**src/rtl/i2s_clkgen_pkg.sv**
```systemverilog
package i2s_clkgen_pkg;
  localparam int DEF_DIV_W   = 8;
  localparam int SHORT_CH    = 16;
  localparam int LONG_CH     = 32;
  localparam int SHORT_MDIV  = 8;  // mck periods per bit clock, 16-bit channels
  localparam int LONG_MDIV   = 4;  // mck periods per bit clock, 32-bit channels

  typedef struct packed {
    logic bck;
    logic ws;
    logic mck;
    logic bit_stb;
    logic ch_stb;
  } i2s_pins_t;
endpackage

```
**src/rtl/i2s_start_ctl.sv**
```systemverilog
module i2s_start_ctl #(
  parameter int DIV_W = 8
) (
  input  logic             clk,
  input  logic             rst,
  input  logic             en,
  input  logic [DIV_W-1:0] div_val,
  input  logic             div_odd,
  input  logic             mck_en,
  input  logic             ck_pol,
  input  logic             ch_long,
  output logic             run,
  output logic [DIV_W-1:0] div_q,
  output logic             odd_q,
  output logic             mck_q,
  output logic             pol_q,
  output logic             long_q
);
  localparam logic [DIV_W-1:0] MIN_DIV = DIV_W'(2);

  logic cfg_ok;
  assign cfg_ok = (div_val >= MIN_DIV);

  always_ff @(posedge clk) begin
    if (rst) begin
      run    <= 1'b0;
      div_q  <= '0;
      odd_q  <= 1'b0;
      mck_q  <= 1'b0;
      pol_q  <= 1'b0;
      long_q <= 1'b0;
    end else if (!en) begin
      run <= 1'b0;
    end else if (!run && cfg_ok) begin
      run    <= 1'b1;
      div_q  <= div_val;
      odd_q  <= div_odd;
      mck_q  <= mck_en;
      pol_q  <= ck_pol;
      long_q <= ch_long;
    end
  end
endmodule

```
**src/rtl/i2s_prescaler.sv**
```systemverilog
module i2s_prescaler #(
  parameter int DIV_W = 8
) (
  input  logic             clk,
  input  logic             rst,
  input  logic             run,
  input  logic [DIV_W-1:0] div_q,
  input  logic             odd_q,
  output logic             first,
  output logic             wrap,
  output logic             hi
);
  localparam int CNT_W = DIV_W + 1;

  logic [CNT_W-1:0] ratio;
  logic [CNT_W-1:0] cnt;

  assign ratio = {div_q, 1'b0} + CNT_W'(odd_q);
  assign first = (cnt == '0);
  assign wrap  = (cnt == ratio - CNT_W'(1));
  // low phase DIV cycles, high phase DIV+ODD cycles
  assign hi    = (cnt >= {1'b0, div_q});

  always_ff @(posedge clk) begin
    if (rst || !run) cnt <= '0;
    else if (wrap)   cnt <= '0;
    else             cnt <= cnt + CNT_W'(1);
  end
endmodule

```
**src/rtl/i2s_bit_divider.sv**
```systemverilog
module i2s_bit_divider
  import i2s_clkgen_pkg::*;
#(
  parameter bit MCK_SUPPORT = 1'b1
) (
  input  logic clk,
  input  logic rst,
  input  logic run,
  input  logic mck_q,
  input  logic long_q,
  input  logic pre_first,
  input  logic pre_wrap,
  input  logic pre_hi,
  output logic bit_hi,
  output logic bit_first,
  output logic bit_wrap
);
  localparam int MCNT_W = $clog2(SHORT_MDIV);

  generate
    if (MCK_SUPPORT) begin : g_mck
      logic [MCNT_W-1:0] mcnt;
      logic [MCNT_W-1:0] mlast;
      logic [MCNT_W-1:0] mhalf;

      assign mlast = long_q ? MCNT_W'(LONG_MDIV - 1) : MCNT_W'(SHORT_MDIV - 1);
      assign mhalf = long_q ? MCNT_W'(LONG_MDIV / 2) : MCNT_W'(SHORT_MDIV / 2);

      always_ff @(posedge clk) begin
        if (rst || !run || !mck_q)  mcnt <= '0;
        else if (pre_wrap) begin
          if (mcnt == mlast) mcnt <= '0;
          else               mcnt <= mcnt + MCNT_W'(1);
        end
      end

      assign bit_hi    = mck_q ? (mcnt >= mhalf) : pre_hi;
      assign bit_first = pre_first && (!mck_q || mcnt == '0);
      assign bit_wrap  = pre_wrap  && (!mck_q || mcnt == mlast);
    end else begin : g_direct
      assign bit_hi    = pre_hi;
      assign bit_first = pre_first;
      assign bit_wrap  = pre_wrap;
    end
  endgenerate
endmodule

```
**src/rtl/i2s_slot_seq.sv**
```systemverilog
module i2s_slot_seq
  import i2s_clkgen_pkg::*;
(
  input  logic clk,
  input  logic rst,
  input  logic run,
  input  logic long_q,
  input  logic bit_first,
  input  logic bit_wrap,
  output logic ws_val,
  output logic chan_start
);
  localparam int SLOT_W = $clog2(2 * LONG_CH);

  logic [SLOT_W-1:0] slot;
  logic [SLOT_W-1:0] ch_len;
  logic [SLOT_W-1:0] slot_last;

  assign ch_len    = long_q ? SLOT_W'(LONG_CH) : SLOT_W'(SHORT_CH);
  assign slot_last = long_q ? SLOT_W'(2 * LONG_CH - 1) : SLOT_W'(2 * SHORT_CH - 1);

  always_ff @(posedge clk) begin
    if (rst || !run) slot <= '0;
    else if (bit_wrap) begin
      if (slot == slot_last) slot <= '0;
      else                   slot <= slot + SLOT_W'(1);
    end
  end

  // right-channel select one slot ahead of each channel's first bit
  assign ws_val     = (slot >= ch_len - SLOT_W'(1)) && (slot < slot_last);
  assign chan_start = bit_first && (slot == '0 || slot == ch_len);
endmodule

```
**src/rtl/i2s_clkgen.sv**
```systemverilog
module i2s_clkgen
  import i2s_clkgen_pkg::*;
#(
  parameter int DIV_W       = DEF_DIV_W,
  parameter bit MCK_SUPPORT = 1'b1
) (
  input  logic             clk,
  input  logic             rst,
  input  logic             en,
  input  logic [DIV_W-1:0] div_val,
  input  logic             div_odd,
  input  logic             mck_en,
  input  logic             ck_pol,
  input  logic             ch_long,
  output logic             mck_o,
  output logic             bck_o,
  output logic             ws_o,
  output logic             bit_stb,
  output logic             ch_stb
);
  logic             run;
  logic [DIV_W-1:0] div_q;
  logic             odd_q, mck_q, pol_q, long_q;
  logic             pre_first, pre_wrap, pre_hi;
  logic             bit_hi, bit_first, bit_wrap;
  logic             ws_val, chan_start;
  i2s_pins_t        pins_n, pins_q;

  i2s_start_ctl #(.DIV_W(DIV_W)) u_start (
    .clk(clk), .rst(rst), .en(en), .div_val(div_val), .div_odd(div_odd),
    .mck_en(mck_en), .ck_pol(ck_pol), .ch_long(ch_long),
    .run(run), .div_q(div_q), .odd_q(odd_q), .mck_q(mck_q),
    .pol_q(pol_q), .long_q(long_q)
  );

  i2s_prescaler #(.DIV_W(DIV_W)) u_pre (
    .clk(clk), .rst(rst), .run(run), .div_q(div_q), .odd_q(odd_q),
    .first(pre_first), .wrap(pre_wrap), .hi(pre_hi)
  );

  i2s_bit_divider #(.MCK_SUPPORT(MCK_SUPPORT)) u_bdiv (
    .clk(clk), .rst(rst), .run(run), .mck_q(mck_q), .long_q(long_q),
    .pre_first(pre_first), .pre_wrap(pre_wrap), .pre_hi(pre_hi),
    .bit_hi(bit_hi), .bit_first(bit_first), .bit_wrap(bit_wrap)
  );

  i2s_slot_seq u_slot (
    .clk(clk), .rst(rst), .run(run), .long_q(long_q),
    .bit_first(bit_first), .bit_wrap(bit_wrap),
    .ws_val(ws_val), .chan_start(chan_start)
  );

  always_comb begin
    pins_n.bck     = run ? (bit_hi ^ pol_q) : ck_pol;
    pins_n.mck     = run && mck_q && pre_hi && MCK_SUPPORT;
    pins_n.ws      = run && ws_val;
    pins_n.bit_stb = run && bit_first;
    pins_n.ch_stb  = run && chan_start;
  end

  always_ff @(posedge clk) begin
    if (rst) pins_q <= '0;
    else     pins_q <= pins_n;
  end

  assign bck_o   = pins_q.bck;
  assign mck_o   = pins_q.mck;
  assign ws_o    = pins_q.ws;
  assign bit_stb = pins_q.bit_stb;
  assign ch_stb  = pins_q.ch_stb;
endmodule

```
**config.mk**
```make
export PLATFORM = sky130hd
export DESIGN_NAME = i2s_clkgen
export DESIGN_NICKNAME = d
export VERILOG_FILES = /design/src/rtl/i2s_clkgen_pkg.sv /design/src/rtl/i2s_start_ctl.sv /design/src/rtl/i2s_prescaler.sv /design/src/rtl/i2s_bit_divider.sv /design/src/rtl/i2s_slot_seq.sv /design/src/rtl/i2s_clkgen.sv
export SDC_FILE = /design/constraint.sdc
export NUM_CORES = 1
export LEC_CHECK = 0
export CAP_MARGIN = 10
export CORE_UTILIZATION = 35
export DETAILED_ROUTE_END_ITERATION = 16
export GPL_TIMING_DRIVEN = 0
export PLACE_DENSITY_LB_ADDON = 0.3
export SLEW_MARGIN = 25
export SYNTH_ARGS = -nofsm -noshare
export SYNTH_HDL_FRONTEND = slang
export SYNTH_SLANG_ARGS = --single-unit
export TNS_END_PERCENT = 30
```
**constraint.sdc**
```tcl
create_clock -name clk -period 6.4 [get_ports clk]
set_clock_uncertainty 0.1 [all_clocks]
set_input_delay 1.28 -clock clk [delete_from_list [all_inputs] [get_ports clk]]
set_output_delay 1.28 -clock clk [all_outputs]
set_load 0.03 [all_outputs]
```
==> impl_metrics.tcl <==
set metrics [dict create \
    status "completed" \
    p_leak_nw 1.00 \
    antenna_left 0 \
    syn-instance-count 254 \
    cp.arrival_ns 3.18 \
    worstSkewPairLatency_ns 0.29 \
    peakVddDrop_mv 0.0875 \
    hp-class "reg2reg" \
    nFillCells 605 \
    cp.required_ns 6.47 \
    synth_cell_types 50 \
    utilization 0.431 \
    globalplace.congestion 0.804 \
    n_antenna_cell 0 \
    numClockSinks 36 \
    fp.coreArea_sq_um 5990 \
    worst-setup-path-type "in2reg" \
    die-area_sq_um 6630 \
    crit_chain "clkdlybuf4s50_1, nor4_1, nand2_1, and3b_1, clkbuf_1, buf_1, mux2i_1, nor2_1" \
    syn_area_sq_um 2210 \
    rows 28 \
    ys_warn_count 0 \
    endpoint_kind "flip-flop" \
    drv_cap 0 \
    ctsResizeCount 0 \
    tns_ns 0 \
    root_buffer "clkbuf_8" \
    ys_ff_latch 36 \
    nets 314 \
    drtIter0Drc 50 \
    period_minus_slack_ns 3.11 \
    crit_buf_inv 3 \
    dr.pass1.iters 4 \
    synthToLayoutAreaGrowth_pct 17.1 \
    slew_headroom 0.512 \
    slowest_stage "buf_1" \
    final_max_slew_viol_count 0 \
    drive_gt1_frac 0.0676 \
    clk_path_buf_depth 2 \
    yosys.area_share.adder 0.108 \
    hold_viol 0 \
    hpwl_mm 3.55 \
    antenna_found_initial 0 \
    fin_crit_sh 0.486 \
    synth-compound-area-share 0.134 \
    cts_tree "built" \
    routedWlPerCell_um 12.8 \
    ys_seq_area_frac 0.326 \
    grt_max_degree 12 \
    crit_fanout 10 \
    post_cts_buffers 0 \
    initial_utilization 0.369 \
    final-setup-viol-count 0 \
    wirelength_mm 4.57 \
    viasPerCell 5.15 \
    die_w_um 81.4 \
    io_buffers 19 \
    syn_avg_cell_area_sq_um 8.69 \
    h-tree-depth 2 \
    overflow 0 \
    die_h_um 81.4 \
    worst_pin_slew_ns 0.732 \
    numCtsBuffers 5 \
    holdBufCountCts 0 \
    async_flop_share 0 \
    drc_errors 0 \
    rsz0062_at_grt "false" \
    powerDensity_nw_per_um2 189 \
    first_global_vias 1686 \
    max_freq_mhz 322 \
    cpLargestDelayFamily "buffers and inverters" \
    max_stage_delay_ns 0.59 \
    startpoint_type "primary input" \
    synth_ff_type "dfxtp_1" \
    synth_mux_area_frac 0.0822 \
    vias 1835 \
    grt_pass1_wl_mm 7.71 \
    synth_edf_count 0 \
    synthXorXnorAreaFrac 0.0635 \
    num_io_pins 20 \
    clk_pin_slew_ns 0.07 \
    synthesis.nets 288 \
    synth_top_family_by_area "simple AND/OR/NAND/NOR gates" \
    grtUsageTotal 0.153 \
    yosys.area_share.simple 0.234 \
]
## placed cells by master (no fill, tap or decap), types with 2 or more instances in the layout
cell	instances
dfxtp_1	36
nor2_1	31
inv_1	21
ha_1	19
clkdlybuf4s50_1	19
mux2i_1	17
nand3_1	14
nand2_1	13
a21oi_1	9
xor2_1	8
xnor2_1	8
nand4_1	7
o21ai_0	7
clkbuf_1	6
nand2b_1	6
clkbuf_8	6
nor4_1	5
and3_1	5
nor3_1	3
a2111oi_0	2
nor2b_1	2
a2bb2oi_1	2
o31ai_1	2
a211oi_1	2
and4_1	2
clkinv_2	2
## state kept, by name (all words and copies together), names as in the netlist
signal	flops
u_pre.cnt	9
u_start.div_q	8
u_slot.slot	6
u_bdiv.g_mck.mcnt	3
bck_o	1
bit_stb	1
ch_stb	1
mck_o	1
u_start.long_q	1
u_start.mck_q	1
u_start.odd_q	1
u_start.pol_q	1
u_start.run	1
ws_o	1
## metrics by stage
stage               hold WS (ns)  setup slack (ns)  instances  power (W)  instance area (sq um)
finish                     0.399              3.29        356   0.000489                   2580
global route               0.440              3.16        356   0.000513                   2580
floorplan                  0.365              3.74        254   0.000299                   2210
CTS                        0.402              3.29        356   0.000493                   2580
global placement           0.381              3.00        348   0.000323                   2490
detailed placement         0.391              2.99        348   0.000325                   2490
## Yosys cell counts (2+ instances only)
master	number	area [sq um]
a2111oi_0	2	17.5
a211oi_1	2	15.0
a21oi_1	9	45.0
a2bb2oi_1	2	17.5
and3_1	5	31.3
and4_1	2	17.5
clkbuf_1	6	22.5
dfxtp_1	36	721
ha_1	19	238
inv_1	21	78.8
mux2i_1	17	170
nand2_1	13	48.8
nand2b_1	6	37.5
nand3_1	14	70.1
nand4_1	7	43.8
nor2_1	31	116
nor2b_1	2	12.5
nor3_1	3	15.0
nor4_1	5	31.3
o21ai_0	7	35.0
o31ai_1	2	15.0
xnor2_1	8	70.1
xor2_1	8	70.1
## path summary, 6_finish.rpt
check | from | end | slack (ns) | cells past startpoint
worst max register to register | u_start.div_q[0] | u_pre.cnt[2] | 3.87 | 8
worst min-delay path | u_slot.slot[0] | u_slot.slot[0] | 0.40 | 2
worst max-delay path | div_val[6] | u_start.div_q[2] | 3.29 | 8
worst min register to register | u_slot.slot[0] | u_slot.slot[0] | 0.40 | 2
## kinds of logic after synthesis
family                   count (synthesis)
multiplexers                            18
flip-flops                              36
AND/OR/NAND/NOR                         98
buffers and inverters                   29
AO/OA/AOI/OAI                           38
XOR/XNOR                                16
adder cells (fa/ha/maj)                 19
## worst register-to-register path, delay by kind of cell (launching register included)
kind	cells	cell delay (ns)
compound gates	5	1.42
flops	1	0.45
buf+inv	1	0.07
simple gates	1	0.10
fa+ha+maj	1	0.26
## layer usage
| metal | wire length [um] | track usage | part of all wire |
|---|---|---|---|
| met5 | 0 | 0 | 0 |
| met4 | 122 | 0.0696 | 0.027 |
| met3 | 162 | 0.0333 | 0.035 |
| met2 | 1970 | 0.238 | 0.43 |
| met1 | 2320 | 0.203 | 0.51 |
## layout make-up
cell class                 instances  area, sq um  area share
multi-input combinational        189         1370       0.530
sequential                        36          721       0.279
buffer                             8         37.5      0.0145
clock inverter                     2         10.0     0.00387
timing repair buffer              19          190      0.0736
inverter                          21         78.8      0.0305
clock buffer                       6         82.6      0.0319
tap                               75         93.8      0.0363
## report_power, final
part	switching (W)	internal (W)	leakage [nW]	total [W]
Combinational	0.0000429	0.0000381	0.660	0.0000811
Clock	0.0000836	0.0000859	0.0510	0.000170
Sequential	0.00000817	0.000230	0.293	0.000238
Total	0.000135	0.000354	1.00	0.000489
No activity file was read; power rests on OpenSTA's default activity.
